<file path="config.mk">
export PLATFORM = sky130hd
export DESIGN_NAME = aclink_infrm_tx
export DESIGN_NICKNAME = d
export VERILOG_FILES = /design/src/rtl/ac_infrm_pkg.sv /design/src/rtl/ac_sync_edge.sv /design/src/rtl/ac_slot_fmt.sv /design/src/rtl/ac_frame_shreg.sv /design/src/rtl/aclink_infrm_tx.sv
export SDC_FILE = /design/constraint.sdc
export NUM_CORES = 1
export LEC_CHECK = 0
export ABC_AREA = 1
export ABC_CLOCK_PERIOD_IN_PS = 2430
export BUFFER_PORTS_ARGS = -buffer_cell sky130_fd_sc_hd__buf_4
export CELL_PAD_IN_SITES_DETAIL_PLACEMENT = 1
export CELL_PAD_IN_SITES_GLOBAL_PLACEMENT = 2
export CORE_MARGIN = 10
export CORE_UTILIZATION = 31
export DETAILED_ROUTE_END_ITERATION = 6
export PLACE_DENSITY_LB_ADDON = 0.3
export SETUP_SLACK_MARGIN = 0.1
export SLEW_MARGIN = 20
export SYNTH_ARGS = -nofsm -noshare
export SYNTH_HDL_FRONTEND = slang
export SYNTH_SLANG_ARGS = --single-unit
</file>
<file path="constraint.sdc">
create_clock -name clk -period 2.43 [get_ports clk]
set_input_delay 0.1215 -clock clk [delete_from_list [all_inputs] [get_ports clk]]
set_output_delay 0.1215 -clock clk [all_outputs]
set_load 0.005 [all_outputs]
</file>
<file path="src/rtl/ac_infrm_pkg.sv">
package ac_infrm_pkg;
  localparam int TAG_W     = 16;
  localparam int SLOT_W    = 20;
  localparam int N_SLOTS   = 12;
  localparam int FRAME_W   = TAG_W + SLOT_W * N_SLOTS;
  localparam int N_PCM     = 6;
  localparam int IDX_W     = 7;
  localparam int RDAT_W    = 16;
  localparam int CNT_W     = $clog2(FRAME_W + 1);
  // bit positions counted from the first transmitted bit
  localparam int S1_POS    = TAG_W;
  localparam int S2_POS    = TAG_W + SLOT_W;
  localparam int PCM_POS   = TAG_W + 2 * SLOT_W;
  localparam int TAIL_POS  = PCM_POS + N_PCM * SLOT_W;
  localparam int RD_PAD_W  = SLOT_W - RDAT_W;
endpackage

</file>
<file path="src/rtl/ac_sync_edge.sv">
module ac_sync_edge (
  input  logic clk,
  input  logic sync,
  output logic start
);
  logic sync_q;

  always_ff @(posedge clk) begin
    sync_q <= sync;
  end

  assign start = sync & ~sync_q;
endmodule

</file>
<file path="src/rtl/ac_slot_fmt.sv">
module ac_slot_fmt
  import ac_infrm_pkg::*;
#(
  parameter int SW = 18
) (
  input  logic                   codec_rdy,
  input  logic                   rd_pend,
  input  logic [IDX_W-1:0]       rd_idx,
  input  logic [RDAT_W-1:0]      rd_data,
  input  logic [N_PCM-1:0]       dac_req,
  input  logic [N_PCM*SW-1:0]    pcm_smp,
  input  logic [N_PCM-1:0]       pcm_vld,
  output logic [FRAME_W-1:0]     frame
);
  localparam int PAD = SLOT_W - SW;

  logic [TAG_W-1:0]  tag_w;
  logic [SLOT_W-1:0] s1_w;
  logic [SLOT_W-1:0] s2_w;

  // tag: ready, slot1/slot2 validity, six record slot flags, zero tail
  always_comb begin
    tag_w            = '0;
    tag_w[TAG_W-1]   = codec_rdy;
    tag_w[TAG_W-2]   = rd_pend;
    tag_w[TAG_W-3]   = rd_pend;
    for (int i = 0; i < N_PCM; i++) begin
      tag_w[TAG_W-4-i] = pcm_vld[i];
    end
  end

  // slot 1: zero msb, echoed index, active-low requests, zero tail
  always_comb begin
    s1_w = '0;
    if (rd_pend) begin
      s1_w[SLOT_W-2 -: IDX_W] = rd_idx;
      for (int i = 0; i < N_PCM; i++) begin
        s1_w[SLOT_W-2-IDX_W-i] = ~dac_req[i];
      end
    end
  end

  assign s2_w = rd_pend ? {rd_data, {RD_PAD_W{1'b0}}} : '0;

  assign frame[FRAME_W-1 -: TAG_W]          = tag_w;
  assign frame[FRAME_W-1-S1_POS -: SLOT_W]  = s1_w;
  assign frame[FRAME_W-1-S2_POS -: SLOT_W]  = s2_w;

  for (genvar gi = 0; gi < N_PCM; gi++) begin : g_pcm
    logic [SW-1:0]     smp;
    logic [SLOT_W-1:0] word;
    assign smp  = pcm_smp[gi*SW +: SW];
    assign word = pcm_vld[gi] ? (SLOT_W'(smp) << PAD) : '0;
    assign frame[FRAME_W-1-PCM_POS-gi*SLOT_W -: SLOT_W] = word;
  end

  assign frame[FRAME_W-1-TAIL_POS:0] = '0;
endmodule

</file>
<file path="src/rtl/ac_frame_shreg.sv">
module ac_frame_shreg #(
  parameter int W = 256
) (
  input  logic         clk,
  input  logic         rst,
  input  logic         load,
  input  logic         low_pwr,
  input  logic [W-1:0] frame,
  output logic         sdo
);
  logic [W-2:0] sh;
  logic         nxt;

  assign nxt = load ? frame[W-1] : sh[W-2];

  always_ff @(posedge clk) begin
    if (rst) begin
      sh  <= '0;
      sdo <= 1'b0;
    end else begin
      if (load) sh <= frame[W-2:0];
      else      sh <= {sh[W-3:0], 1'b0};
      sdo <= low_pwr ? 1'b0 : nxt;
    end
  end
endmodule

</file>
<file path="src/rtl/aclink_infrm_tx.sv">
module aclink_infrm_tx
  import ac_infrm_pkg::*;
#(
  parameter int SW = 18
) (
  input  logic                clk,
  input  logic                rst,
  input  logic                sync,
  input  logic                low_pwr,
  input  logic                codec_rdy,
  input  logic                rd_pend,
  input  logic [6:0]          rd_idx,
  input  logic [15:0]         rd_data,
  input  logic [5:0]          dac_req,
  input  logic [6*SW-1:0]     pcm_smp,
  input  logic [5:0]          pcm_vld,
  output logic                sdo
);
  logic               start;
  logic [FRAME_W-1:0] frame;

  ac_sync_edge u_edge (
    .clk   (clk),
    .sync  (sync),
    .start (start)
  );

  ac_slot_fmt #(.SW(SW)) u_fmt (
    .codec_rdy (codec_rdy),
    .rd_pend   (rd_pend),
    .rd_idx    (rd_idx),
    .rd_data   (rd_data),
    .dac_req   (dac_req),
    .pcm_smp   (pcm_smp),
    .pcm_vld   (pcm_vld),
    .frame     (frame)
  );

  ac_frame_shreg #(.W(FRAME_W)) u_shreg (
    .clk     (clk),
    .rst     (rst),
    .load    (start),
    .low_pwr (low_pwr),
    .frame   (frame),
    .sdo     (sdo)
  );
endmodule

</file>
# Word level (Yosys, flattened, before mapping)
# Cells that the tools add are included.
# totals
reg_bits	257
word_cells	24
input_bits	149
# op_classes
bitwise_logic	8
reduce_logical	2
muxes	10
# op_table
op	count
$mux 255	1
$mux 20	7
$mux 13	1
$not 1->1	7
$reduce_or 2->1	2
$and 1x1->1	1
$mux 1	1

# Logic depth before layout (Yosys ltp)
# logic_depth
depth_word	3
depth_mapped	7
mapped_depth_nobuf	5

# Hierarchy
# From an unflattened synthesis, not the netlist that was laid out.
# hier_totals
cells_unflattened	2026
area_unflattened_um2	12590.8
# by_module_without_submodules
mod	seq_area_each_um2	cells_each	area_each_um2	n_inst
ac_frame_shreg	5124.9	1620	10518.8	1
ac_slot_fmt	0.0	403	2042.0	1
ac_sync_edge	20.0	3	30.0	1

# Worst setup path after synthesis
# OpenSTA, ideal clock, no wires.
# synth_timing
path_kind	register to register
start	reg u_edge.sync_q
end	reg u_shreg.sh[184]
period_less_slack_ns	1.079
t_arrival_ns	0.965
setup_time_ns	0.114
path_slack_ns	1.351
n_path_buf	3
stages_incl_launch_ff	8
cell_sequence	dfxtp_1 -> inv_2 -> nand2_1 -> buf_4 -> buf_8 -> buf_4 -> a21oi_1 -> nor2_1
# synth_via
elab_chain_cells	3
# synth_rtl
item	line	rtl
start, declared	ac_sync_edge.sv:6	logic sync_q;
start signal, assigned	ac_sync_edge.sv:9	sync_q <= sync;
$not 1->1	ac_sync_edge.sv:12	assign start = sync & ~sync_q;
$and 1x1->1	ac_sync_edge.sv:12	
$mux 255	ac_frame_shreg.sv:21	if (load) sh <= frame[W-2:0];
end signal, assigned	ac_frame_shreg.sv:21	
end signal, assigned	ac_frame_shreg.sv:22	else sh <= {sh[W-3:0], 1'b0};
end, declared	ac_frame_shreg.sv:11	logic [W-2:0] sh;
# No other way between the ends.
# A chain may end at the register's enable or synchronous reset.

# Worst setup path after layout
# layout_timing
start	in low_pwr
end	reg u_shreg.sdo
# layout_via
elab_chain_cells	1
# layout_rtl
item	line	rtl
start, declared	aclink_infrm_tx.sv:9	input logic low_pwr,
$reduce_or 2->1 (no source line)	-	
end signal, assigned	ac_frame_shreg.sv:23	sdo <= low_pwr ? 1'b0 : nxt;
end, declared	ac_frame_shreg.sv:9	output logic sdo
# No other way between the ends.

==> impl_metrics.ini <==
[run_status]
status = complete, no violations

[floorplan]
die_x_um = 170
num_rows = 54
die_area_sq_mm = 0.0290
die_h_um = 170
initial_core_util_pct = 31.7
core_area_sq_mm = 0.0220
ios = 150

[sta]
tns_ps = 0
slew_headroom_pct = 65.5
finalCritPeriodShare_pct = 72.2
rsz0062_at_grt = false
worst_slack_ps = 676
period_needed_ps = 1750
final_max_slew_viol_count = 0
setup_violations = 0
fmax_mhz = 570
worstMarginPinSlew_ps = 516
finClkSkew_ps = 9.62
finalHoldViolCount = 0

[power]
p_comb_share_pct = 12.6
p_sw_share_pct = 23.3
pwr-share-clk_pct = 43.7
p_per_area_mw_per_mm2 = 697
p_int_w = 0.00538
irDropWorstVdd_mv = 0.390
p_switching_w = 0.00163
leakage_nw = 4.85
seqPwrFrac_pct = 43.7

[synthesis]
ys_warn_count = 0
synth_seq_cells = 175
yosysTopAreaCell = dfxtp_1
seq_area_frac_synth_pct = 50.1
yosysTopAreaCellShare_pct = 50.1
netlist_area_sq_mm = 0.00699
syn_avg_cell_area_sq_um = 6.81
yosysUniqueCellTypes = 17
syn-instance-count = 1027
syn_nets = 1176
synth.area.top_cells = dfxtp_1 50%, nand2_1 17%, nor2_1 11%

[critical_path]
criticalPathCategory = input port to flop
required_ps = 2800
ff2ff_path_depth = 5
critPathTopFamily = buffers and inverters
cp.buffers_inverters = 4
r2r_end = u_shreg.sdo
worstSetupEndpointType = flop
cp_slowest_cell = dlygate4sd3_1
worstSetupStartpointType = input port
path_max_fanout = 1
slowest_delay_ps = 550
worstPathCellList = dlygate4sd3_1 -> buf_4 -> nor2_1 -> dlygate4sd3_1 -> nand2_1 -> dlygate4sd3_1 -> nor2_1
cp.arrival_ps = 2120
worstReg2RegStart = u_edge.sync_q
rrSetupSlack_ps = 840
crit_top_cell = dlygate4sd3_1

[place]
dp_hpwl_um = 12100
post-place-ws_ps = 847
place.gp.congestion = 0.718
portBuffers = 149

[global_route]
grt_max_degree = 74
overflow = 0
antenna_found_initial = 0
grt_pass1_vias = 6912
grtUsageTotal_pct = 14.3
grt_pass1_wl_um = 33800

[hold_path]
hold_path_startpoint = pcm_smp[78]
hold_path_depth = 5
hp-class = input port to flop
holdPathEnd = u_shreg.sh[108]

[flow_run]
drv_cap = 0

[clocking]
cts_sinks = 175
clk_path_buf_depth = 2
cts_tree = yes
insertion_delay_ps = 430
clk_pin_slew_worst_paths_ps = 60
cts_buffers = 17
cts_setup_buffers = 0
ctsHtreeMaxLevel = 4
cts_root_buf = clkbuf_16

[route]
drt_iter0_markers = 207
vias = 6536
drc_errors = 0
vias_per_cell = 4.23
firstDrtPassIters = 4
ant_nets = 0
wl_per_cell_um = 13.0
finalWirelength_um = 20000

[finish]
diodes = 0
final_nets = 1402
final_cell_mix = 317 x nand2_1, 204 x nor2_1, 175 x dfxtp_1
syn2layout_area_growth_pct = 43.9
drive_above_1_share_pct = 16.0
final_common_cell = nand2_1
postLayoutCoreUtil_pct = 45.7
## worst register-to-register path, stage by stage, from the launching register on
cell           delay (ps)
dfxtp_1               350
nor2_4                380
nand2_1                90
nand2_1                70
dlygate4sd3_1         550
nor2_1                 40
## logic make-up (layout without fill, tap and decap cells)
kind of cell,count (synthesis),after routing,share of synthesized area (%)
buf+inv,213,451,12.8
compound gates,107,107,8.20
flops,175,175,50.1
simple gates,532,532,28.9
## stage by stage
step | total power, W | cells | cell area, sq um | hold WS [ps]
after floorplan | 0.00357 | 1027 | 6990 | 149
after global placement | 0.00386 | 1399 | 8250 | 266
after detailed placement | 0.00387 | 1399 | 8250 | 268
after CTS | 0.00710 | 1545 | 10100 | 0.404
after global routing | 0.00736 | 1545 | 10100 | 5.69
final | 0.00701 | 1545 | 10100 | 11.5
## per-layer routing
metal,track usage (%),share of wire [%]
met5,0,0
met4,4.23,1.0
met3,3.82,4.5
met2,23.4,47
met1,17.9,48
## power by group through the flow
stage | sequential (W) | clock, W | combinational, W
CTS | 0.00306 | 0.00314 | 0.000897
detailed placement | 0.00313 | 0 | 0.000746
floorplan | 0.00312 | 0 | 0.000452
finish | 0.00306 | 0.00306 | 0.000885
global route | 0.00308 | 0.00327 | 0.00102
global placement | 0.00312 | 0 | 0.000736
## sequential cells by signal (all words and copies together), names as in the netlist
name,count
u_edge.sync_q,1
u_shreg.sdo,1
u_shreg.sh,173
## synthesized netlist by cell type (all sizes together)
master	count
nor3b	1
clkbuf	9
a21oi	106
dfxtp	175
buf	55
o21ai	1
nand3	4
inv	149
nand2	319
nor2	208
## final cells by class
class | instances | area (sq um)
Fill cell | 2726 | 12000
Sequential cell | 175 | 3500
Multi-Input combinational cell | 639 | 2600
Timing Repair Buffer | 271 | 2380
Inverter | 149 | 562
Clock buffer | 22 | 474
Tap cell | 280 | 350
Clock inverter | 9 | 181
## worst max-delay path by stage
stage / to / slack, ps / cells past startpoint / start
finish: u_shreg.sdo / 680 / 7 / low_pwr
global route: u_shreg.sdo / 610 / 7 / low_pwr
CTS: u_shreg.sdo / 740 / 7 / low_pwr
detailed placement: u_shreg.sh[225] / 850 / 4 / u_edge.sync_q
global placement: u_shreg.sh[161] / 900 / 4 / u_edge.sync_q
floorplan: u_shreg.sh[184] / 1350 / 7 / u_edge.sync_q
## timing repair
| item | 4_1_cts | 5_1_grt |
|---|---|---|
| endpoints found under the hold margin | 113 | 0 |
| hold buffers | 115 | 0 |
| gates resized for setup | 0 | 0 |
(Power assumes the default switching activity.)
